## src/rtl/adcpp_pkg.sv

```systemverilog
`timescale 1ns/1ps
package adcpp_pkg;
   localparam int FLG_CNT = 0;
   localparam int FLG_THR = 1;
   localparam int FLG_OVR = 2;
   localparam int FLG_ACC = 3;
   localparam int NUM_FLG = 4;
   typedef logic [NUM_FLG-1:0] flag_vec_t;
endpackage

```

## src/rtl/adcpp_settle.sv

```systemverilog
`timescale 1ns/1ps
module adcpp_settle #(
   parameter int NOCHOP_SKIP = 2,
   parameter int CHOP_SKIP   = 1
) (
   input  logic clk,
   input  logic rst_n,
   input  logic restart,
   input  logic chop,
   input  logic valid,
   output logic accept
);
   localparam int MAX_SKIP = (NOCHOP_SKIP > CHOP_SKIP) ? NOCHOP_SKIP : CHOP_SKIP;
   localparam int SW       = $clog2(MAX_SKIP + 1);

   if (MAX_SKIP < 1 || CHOP_SKIP < 0 || NOCHOP_SKIP < 0) begin : g_bad_skip
      $error("adcpp_settle: skip counts must be non-negative with at least one nonzero");
   end

   logic [SW-1:0] seen;
   logic [SW-1:0] need;

   assign need   = chop ? SW'(CHOP_SKIP) : SW'(NOCHOP_SKIP);
   assign accept = valid && !restart && (seen >= need);

   always_ff @(posedge clk or negedge rst_n) begin
      if (!rst_n)                    seen <= '0;
      else if (restart)              seen <= '0;
      else if (valid && seen < need) seen <= seen + 1'b1;
   end

   AST_SETTLE_GAP: assert property (@(posedge clk) disable iff (!rst_n)
      restart |=> !accept);
endmodule

```

## src/rtl/adcpp_accum.sv

```systemverilog
`timescale 1ns/1ps
module adcpp_accum #(
   parameter int DATA_W   = 16,
   parameter int ACC_W    = 32,
   parameter bit SATURATE = 1'b1
) (
   input  logic              clk,
   input  logic              rst_n,
   input  logic              restart,
   input  logic              take,
   input  logic              enable,
   input  logic [DATA_W-1:0] din,
   output logic [ACC_W-1:0]  acc,
   output logic              ovf_evt
);
   localparam int EXT_W = ACC_W - DATA_W;
   localparam logic [ACC_W-1:0] ACC_MAX = {1'b0, {(ACC_W-1){1'b1}}};
   localparam logic [ACC_W-1:0] ACC_MIN = {1'b1, {(ACC_W-1){1'b0}}};

   if (EXT_W < 1) begin : g_bad_width
      $error("adcpp_accum: accumulator must be wider than the data");
   end

   logic [ACC_W-1:0] ext;
   logic [ACC_W-1:0] raw;
   logic [ACC_W-1:0] nxt;
   logic             wrap;

   assign ext  = {{EXT_W{din[DATA_W-1]}}, din};
   assign raw  = acc + ext;
   assign wrap = (acc[ACC_W-1] == ext[ACC_W-1]) && (raw[ACC_W-1] != acc[ACC_W-1]);

   if (SATURATE) begin : g_sat
      assign nxt = wrap ? (acc[ACC_W-1] ? ACC_MIN : ACC_MAX) : raw;
      AST_ACC_CLIPPED: assert property (@(posedge clk) disable iff (!rst_n)
         ovf_evt |=> (acc == ACC_MAX || acc == ACC_MIN));
   end else begin : g_wrap
      assign nxt = raw;
   end

   assign ovf_evt = take && enable && wrap;

   always_ff @(posedge clk or negedge rst_n) begin
      if (!rst_n)                acc <= '0;
      else if (restart)          acc <= '0;
      else if (take && enable)   acc <= nxt;
   end

   AST_ACC_HOLD: assert property (@(posedge clk) disable iff (!rst_n)
      (!restart && !(take && enable)) |=> $stable(acc));
endmodule

```

## src/rtl/adcpp_counter.sv

```systemverilog
`timescale 1ns/1ps
module adcpp_counter #(
   parameter int CNT_W = 16
) (
   input  logic             clk,
   input  logic             rst_n,
   input  logic             restart,
   input  logic             take,
   input  logic [CNT_W-1:0] limit,
   output logic [CNT_W-1:0] count,
   output logic             hit_evt
);
   if (CNT_W < 1) begin : g_bad_cnt
      $error("adcpp_counter: counter width must be positive");
   end

   logic [CNT_W-1:0] inc;

   assign inc     = count + 1'b1;
   assign hit_evt = take && (limit != '0) && (inc == limit);

   always_ff @(posedge clk or negedge rst_n) begin
      if (!rst_n)        count <= '0;
      else if (restart)  count <= '0;
      else if (take)     count <= hit_evt ? '0 : inc;
   end

   AST_CNT_WRAP: assert property (@(posedge clk) disable iff (!rst_n)
      hit_evt |=> (count == '0));
   AST_CNT_IDLE: assert property (@(posedge clk) disable iff (!rst_n)
      (!take && !restart) |=> $stable(count));
endmodule

```

## src/rtl/adcpp_thresh.sv

```systemverilog
`timescale 1ns/1ps
module adcpp_thresh #(
   parameter int DATA_W = 16
) (
   input  logic [DATA_W-1:0] din,
   input  logic [DATA_W-2:0] thresh,
   output logic              exceed,
   output logic              full
);
   localparam logic [DATA_W-1:0] POS_FS = {1'b0, {(DATA_W-1){1'b1}}};
   localparam logic [DATA_W-1:0] NEG_FS = {1'b1, {(DATA_W-1){1'b0}}};

   if (DATA_W < 2) begin : g_bad_data
      $error("adcpp_thresh: data width must be at least 2");
   end

   logic [DATA_W-1:0] mag;

   assign mag    = din[DATA_W-1] ? (~din + 1'b1) : din;
   assign exceed = mag > {1'b0, thresh};
   assign full   = (din == POS_FS) || (din == NEG_FS);
endmodule

```

## src/rtl/adcpp_flags.sv

```systemverilog
`timescale 1ns/1ps
module adcpp_flags
   import adcpp_pkg::*;
(
   input  logic      clk,
   input  logic      rst_n,
   input  flag_vec_t set,
   input  flag_vec_t clr,
   output flag_vec_t q
);
   for (genvar i = 0; i < NUM_FLG; i++) begin : g_flag
      always_ff @(posedge clk or negedge rst_n) begin
         if (!rst_n)      q[i] <= 1'b0;
         else if (set[i]) q[i] <= 1'b1;
         else if (clr[i]) q[i] <= 1'b0;
      end

      AST_FLAG_STICKY: assert property (@(posedge clk) disable iff (!rst_n)
         (q[i] && !clr[i]) |=> q[i]);
      AST_SET_WINS: assert property (@(posedge clk) disable iff (!rst_n)
         set[i] |=> q[i]);
   end
endmodule

```

## src/rtl/adcpp_top.sv

```systemverilog
`timescale 1ns/1ps
module adcpp_top
   import adcpp_pkg::*;
#(
   parameter int DATA_W      = 16,
   parameter int ACC_W       = 32,
   parameter int CNT_W       = 16,
   parameter int NOCHOP_SKIP = 2,
   parameter int CHOP_SKIP   = 1,
   parameter bit SATURATE    = 1'b1
) (
   input  logic              clk,
   input  logic              rst_n,
   input  logic              restart,
   input  logic              chop_on,
   input  logic              res_valid,
   input  logic [DATA_W-1:0] res_data,
   input  logic              cfg_acc_en,
   input  logic              cfg_thr_en,
   input  logic              cfg_ovr_en,
   input  logic [CNT_W-1:0]  cfg_cnt_limit,
   input  logic [DATA_W-2:0] cfg_thresh,
   input  logic              clr_cnt_irq,
   input  logic              clr_thr_irq,
   input  logic              clr_ovr,
   input  logic              clr_acc_ovf,
   output logic [ACC_W-1:0]  acc_value,
   output logic [CNT_W-1:0]  conv_count,
   output logic              cnt_irq,
   output logic              thr_irq,
   output logic              ovr_flag,
   output logic              acc_ovf
);
   logic      accept;
   logic      exceed;
   logic      full;
   logic      hit_evt;
   logic      ovf_evt;
   flag_vec_t set_vec;
   flag_vec_t clr_vec;
   flag_vec_t flag_q;

   adcpp_settle #(.NOCHOP_SKIP(NOCHOP_SKIP), .CHOP_SKIP(CHOP_SKIP)) u_settle (
      .clk(clk), .rst_n(rst_n), .restart(restart), .chop(chop_on),
      .valid(res_valid), .accept(accept));

   adcpp_thresh #(.DATA_W(DATA_W)) u_thresh (
      .din(res_data), .thresh(cfg_thresh), .exceed(exceed), .full(full));

   adcpp_counter #(.CNT_W(CNT_W)) u_counter (
      .clk(clk), .rst_n(rst_n), .restart(restart), .take(accept),
      .limit(cfg_cnt_limit), .count(conv_count), .hit_evt(hit_evt));

   adcpp_accum #(.DATA_W(DATA_W), .ACC_W(ACC_W), .SATURATE(SATURATE)) u_accum (
      .clk(clk), .rst_n(rst_n), .restart(restart), .take(accept),
      .enable(cfg_acc_en), .din(res_data), .acc(acc_value), .ovf_evt(ovf_evt));

   always_comb begin
      set_vec          = '0;
      set_vec[FLG_CNT] = hit_evt;
      set_vec[FLG_THR] = accept && cfg_thr_en && exceed;
      set_vec[FLG_OVR] = res_valid && cfg_ovr_en && full;
      set_vec[FLG_ACC] = ovf_evt;
      clr_vec          = '0;
      clr_vec[FLG_CNT] = clr_cnt_irq;
      clr_vec[FLG_THR] = clr_thr_irq;
      clr_vec[FLG_OVR] = clr_ovr;
      clr_vec[FLG_ACC] = clr_acc_ovf;
   end

   adcpp_flags u_flags (.clk(clk), .rst_n(rst_n), .set(set_vec), .clr(clr_vec), .q(flag_q));

   assign cnt_irq  = flag_q[FLG_CNT];
   assign thr_irq  = flag_q[FLG_THR];
   assign acc_ovf  = flag_q[FLG_ACC];
   assign ovr_flag = flag_q[FLG_OVR] | set_vec[FLG_OVR];

   AST_OVR_SAME_CYCLE: assert property (@(posedge clk) disable iff (!rst_n)
      (res_valid && cfg_ovr_en && res_data[DATA_W-1] == 1'b0 && &res_data[DATA_W-2:0])
      |-> ovr_flag);
   AST_RESTART_CLEARS: assert property (@(posedge clk) disable iff (!rst_n)
      restart |=> (conv_count == '0 && acc_value == '0));
   AST_RESTART_KEEPS_FLAGS: assert property (@(posedge clk) disable iff (!rst_n)
      (restart && cnt_irq && !clr_cnt_irq) |=> cnt_irq);
endmodule

```

## config.mk

```make
export PLATFORM = sky130hd
export DESIGN_NAME = adcpp_top
export DESIGN_NICKNAME = d
export VERILOG_FILES = /design/src/rtl/adcpp_pkg.sv /design/src/rtl/adcpp_settle.sv /design/src/rtl/adcpp_accum.sv /design/src/rtl/adcpp_counter.sv /design/src/rtl/adcpp_thresh.sv /design/src/rtl/adcpp_flags.sv /design/src/rtl/adcpp_top.sv
export SDC_FILE = /design/constraint.sdc
export NUM_CORES = 1
export LEC_CHECK = 0
export CAP_MARGIN = 5
export CORE_MARGIN = 3
export CORE_UTILIZATION = 25
export DETAILED_ROUTE_END_ITERATION = 7
export GPL_ROUTABILITY_DRIVEN = 1
export SETUP_SLACK_MARGIN = 0.2
export SYNTH_ARGS = -nofsm -noshare
export SYNTH_HDL_FRONTEND = slang
export SYNTH_SLANG_ARGS = --single-unit
```

## constraint.sdc

```tcl
create_clock -name clk -period 5.4 [get_ports clk]
set_input_delay 1.62 -clock clk [delete_from_list [all_inputs] [get_ports clk]]
set_output_delay 1.62 -clock clk [all_outputs]
set_load 0.02 [all_outputs]
```

==> parameters.txt <==
Parameter                              Value

Drt
  Number of detailed-routing iterations run before antenna repair ... 5
  Iteration-0 DRC Markers ... 265
  Number of remaining DRC errors ... 0
  Post-detailed-route wirelength per cell ... 15.2 um
  Via density ... 4.92
  Antenna Nets Post-Route ... 0
  Via Count ... 5312
  DRT Wirelength ... 16400 um

Placed design
  DP Worst Slack ... -0.805 ns
  Final HPWL DP ... 12700 um
  Number of buffer cells added on primary ports ... 110
  Global placer's final weighted congestion ... 0.864

Final layout
  Area occupied by multi-input gates ... 3760 sq um
  Sequential Area ... 1350 sq um
  Final Core Density ... 34.7%
  Final net count ... 920
  Layout overhead on the synthesized area ... 34.2%
  Number of inserted diodes ... 0
  Count of filler cells inserted in the layout ... 2188
  Share of cells above drive strength 1 ... 9.51%

GRT
  Via count of the first global-routing pass ... 5290
  Antenna violations before repair ... 0
  GRT overflow ... 0
  Global-route wire length before repair ... 27400 um
  Pin count of the biggest net entering global routing ... 29
  GRT Util Overall ... 14.0%

Power
  Fraction of power consumed by combinational cells ... 37.5%
  Power per standard cell area ... 178 nW/um^2
  Clock group share of total power ... 27.3%
  Cell Int Power ... 828 uW
  Leak Pwr ... 0.00317 uW
  Sequential group share of total power ... 35.2%
  Largest vdd supply drop ... 0.103 mV
  Total power of the final layout ... 1270 uW
  Net Switching ... 441 uW
  Proportion of total power due to net switching ... 34.8%

Synthesis
  Flip-flop cell with the highest count after synthesis ... sky130_fd_sc_hd__dfrtp_1
  Avg Cell Area, Syn ... 7.86 sq um
  Syn Nets ... 787
  Post-synthesis cell area ... 5320 sq um
  Count of synthesis-stage warnings from yosys ... 0
  Seq/Total Area, Yosys ... 25.4%
  Post-Synthesis Cells ... 676
  Post-synthesis register bit count ... 54
  Cell variety after synth ... 67
  Count of flip-flops with a built-in enable after synthesis ... 0
  Async set-or-reset flop fraction in the synthesized netlist ... 100%

Clock network
  Total number of H-tree levels ... 2
  CTS Root Cell ... sky130_fd_sc_hd__clkbuf_16
  Inserted Clock Buffers ... 5
  Clock-pin slew on the worst setup and hold paths ... 0.07 ns
  CTS tree ... done
  Clock latency reported for the late side of the worst-skew pair ... 0.31 ns
  CTS sink cnt ... 54
  Longest Clk Path Bufs ... 2

Job
  Reported max-cap violation count ... 0

Timing
  Worst setup skew after layout ... 0.00974 ns
  Share of the clock period used by the worst path after layout ... 95.1%
  Least setup slack across all paths after layout ... 0.267 ns
  Final critical-path required period ... 5.13 ns
  Slew of the pin with the lowest slew margin ... 0.731 ns
  Max Clock Freq ... 195 MHz
  Setup total negative slack ... 0 ns
  Setup-violating endpoint count in the final report ... 0
  Final Hold Violating Endpoints ... 0
  Worst max-slew margin expressed relative to the limit ... 51.3%
  Max Transition Viols Final ... 0
  Unrepaired setup endpoints after global routing ... yes

Critical path
  Critical Setup Path Class ... primary input to output port
  Cell Chain, Critical Path ... buf_6 -> or3_4 -> or2_4 -> nor4_4 -> nor2b_4 -> nand2_2 -> nor4b_4 -> o211a_1 -> or2_4 -> buf_6
  Critical path peak fanout ... 2
  Highest-delay cell along the critical path ... sky130_fd_sc_hd__or3_4
  Critical Path Start Type ... primary input
  Req. time, crit path ... 3.78 ns
  Family with the most delay on the worst path ... simple AND/OR/NAND/NOR gates
  Critical path buffer and inverter count ... 2
  Crit path largest cell delay ... 0.38 ns
  Capturing element type of the critical path ... output port
  Data arrival at the endpoint of the critical path ... 3.51 ns

Die
  I/O Pins ... 111
  Chip Height ... 152 um
  Core area ... 20600 sq um
  Number of rows created at floorplan ... 52
  Initial core utilization ... 25.9%
  Total die area ... 23000 sq um
  Die width ... 152 um

Worst hold path
  Hold WC Path Type ... flip-flop to flip-flop

Outcome
  Result of the run ... complete, no violations
## routing by layer
layer	track usage, %	vias up	wire [um]
met5	0	-	0
met4	3.55	0	282
met2	22.6	117	7330
li1	-	2695	-
met1	19.1	2484	7930
met3	3.01	16	823
## timing repair
action | in CTS | in global routing
setup endpoints to repair | 1 | 1
resized for setup | 28 | 2
hold buffers | 0 | 0
endpoints found under the hold margin | 0 | 0
setup buffers | 4 | 1
pin swaps | 6 | 6
## power by group through the flow
stage | Combinational (uW) | Clock (uW) | Sequential, uW
after floorplan | 265 | 0 | 472
after global placement | 470 | 0 | 454
after detailed placement | 473 | 0 | 454
after CTS | 478 | 359 | 447
after global routing | 533 | 370 | 450
final | 477 | 347 | 446
## path summary, 6_finish.rpt
path / from / to / slack (ns) / depth (start not counted)
min reg2reg: u_flags.q[2] / u_flags.q[2] / 0.49 / 1
max reg2reg: u_counter.count[0] / u_counter.count[15] / 2.29 / 10
max in group asynchronous: rst_n / u_accum.acc[28] / 3.17 / 2
max: res_data[3] / ovr_flag / 0.27 / 10
min: u_flags.q[2] / u_flags.q[2] / 0.49 / 1
min in group asynchronous: rst_n / u_flags.q[0] / 1.36 / 1
## layout by cell type, fill, tap and decap left out, types with 3 or more instances in the layout
cell type / synthesis / routed
sky130_fd_sc_hd__clkdlybuf4s50_1: 0 / 105
sky130_fd_sc_hd__nand2_1: 89 / 88
sky130_fd_sc_hd__a21oi_1: 58 / 58
sky130_fd_sc_hd__o21ai_0: 55 / 55
sky130_fd_sc_hd__dfrtp_1: 54 / 54
sky130_fd_sc_hd__ha_1: 51 / 51
sky130_fd_sc_hd__inv_1: 44 / 44
sky130_fd_sc_hd__xnor2_1: 44 / 44
sky130_fd_sc_hd__nor2_1: 41 / 40
sky130_fd_sc_hd__buf_4: 1 / 37
sky130_fd_sc_hd__nand3_1: 22 / 22
sky130_fd_sc_hd__a21o_1: 21 / 21
sky130_fd_sc_hd__nand4_1: 15 / 15
sky130_fd_sc_hd__xor2_1: 15 / 15
sky130_fd_sc_hd__o21ai_1: 14 / 14
sky130_fd_sc_hd__nor4_1: 9 / 8
sky130_fd_sc_hd__mux2i_1: 9 / 8
sky130_fd_sc_hd__a31oi_1: 7 / 7
sky130_fd_sc_hd__nor3_1: 6 / 6
sky130_fd_sc_hd__and2_1: 5 / 5
sky130_fd_sc_hd__o31ai_1: 5 / 5
sky130_fd_sc_hd__o211ai_1: 5 / 5
sky130_fd_sc_hd__nor2b_1: 6 / 5
sky130_fd_sc_hd__and3_1: 5 / 5
sky130_fd_sc_hd__clkbuf_16: 0 / 5
sky130_fd_sc_hd__o21bai_1: 4 / 4
sky130_fd_sc_hd__nand2b_1: 4 / 4
sky130_fd_sc_hd__o21a_1: 4 / 4
sky130_fd_sc_hd__a22oi_1: 4 / 4
sky130_fd_sc_hd__or3_1: 5 / 4
sky130_fd_sc_hd__o41ai_1: 4 / 4
sky130_fd_sc_hd__or2_2: 5 / 3
sky130_fd_sc_hd__or4_1: 3 / 3
sky130_fd_sc_hd__buf_6: 1 / 3
## stage by stage
| stage | hold slack (ns) | instances | instance area [sq um] |
|---|---|---|---|
| 2_1_floorplan | 0.446 | 676 | 5320 |
| 3_3_place_gp | 0.460 | 1067 | 6900 |
| 3_5_place_dp | 0.463 | 1067 | 6900 |
| 4_1_cts | 0.488 | 1079 | 7110 |
| 5_1_grt | 0.534 | 1080 | 7130 |
| 6_report | 0.491 | 1080 | 7130 |
## kinds of logic (layout without fill, tap and decap cells)
group	Yosys count	in the layout	synth area share, %
buffers and inverters	65	199	4.97
AND/OR/NAND/NOR	232	232	22.1
adder cells (fa/ha/maj)	52	52	12.4
multiplexers	9	9	1.69
AO/OA/AOI/OAI	205	205	23.8
XOR/XNOR	59	59	9.72
flip-flops	54	54	25.4
## cell usage after synthesis (5+ instances only)
| master | number | area share [%] |
|---|---|---|
| sky130_fd_sc_hd__nor4_1 | 9 | 1.1 |
| sky130_fd_sc_hd__a31oi_1 | 7 | 0.82 |
| sky130_fd_sc_hd__o31ai_1 | 5 | 0.71 |
| sky130_fd_sc_hd__or3_1 | 5 | 0.59 |
| sky130_fd_sc_hd__dfrtp_1 | 54 | 25 |
| sky130_fd_sc_hd__or2_2 | 5 | 0.59 |
| sky130_fd_sc_hd__o21ai_0 | 55 | 5.2 |
| sky130_fd_sc_hd__nor2_1 | 41 | 2.9 |
| sky130_fd_sc_hd__a21oi_1 | 58 | 5.5 |
| sky130_fd_sc_hd__xor2_1 | 15 | 2.5 |
| sky130_fd_sc_hd__ha_1 | 51 | 12 |
| sky130_fd_sc_hd__clkbuf_1 | 12 | 0.85 |
| sky130_fd_sc_hd__nor3_1 | 6 | 0.56 |
| sky130_fd_sc_hd__o21ai_1 | 14 | 1.3 |
| sky130_fd_sc_hd__nand4_1 | 15 | 1.8 |
| sky130_fd_sc_hd__buf_2 | 7 | 0.66 |
| sky130_fd_sc_hd__xnor2_1 | 44 | 7.3 |
| sky130_fd_sc_hd__and2_1 | 5 | 0.59 |
| sky130_fd_sc_hd__nor2b_1 | 6 | 0.71 |
| sky130_fd_sc_hd__nand2_1 | 89 | 6.3 |
| sky130_fd_sc_hd__and3_1 | 5 | 0.59 |
| sky130_fd_sc_hd__inv_1 | 44 | 3.1 |
| sky130_fd_sc_hd__a21o_1 | 21 | 3.0 |
| sky130_fd_sc_hd__nand3_1 | 22 | 2.1 |
| sky130_fd_sc_hd__o211ai_1 | 5 | 0.71 |
| sky130_fd_sc_hd__mux2i_1 | 9 | 1.7 |
## cell type report
type,count,share of cell area (%)
clock inverter,2,0.175
sequential,54,18.9
tap,270,4.74
timing repair buffer,147,19.2
clock buffer,6,1.95
inverter,44,2.31
multi-input combinational,557,52.6
## registers in the layout, indices dropped and copies added (netlist names)
name,cells
u_accum.acc,32
u_counter.count,16
u_flags.q,4
u_settle.seen,2
Power figures use the tool's default switching activity.
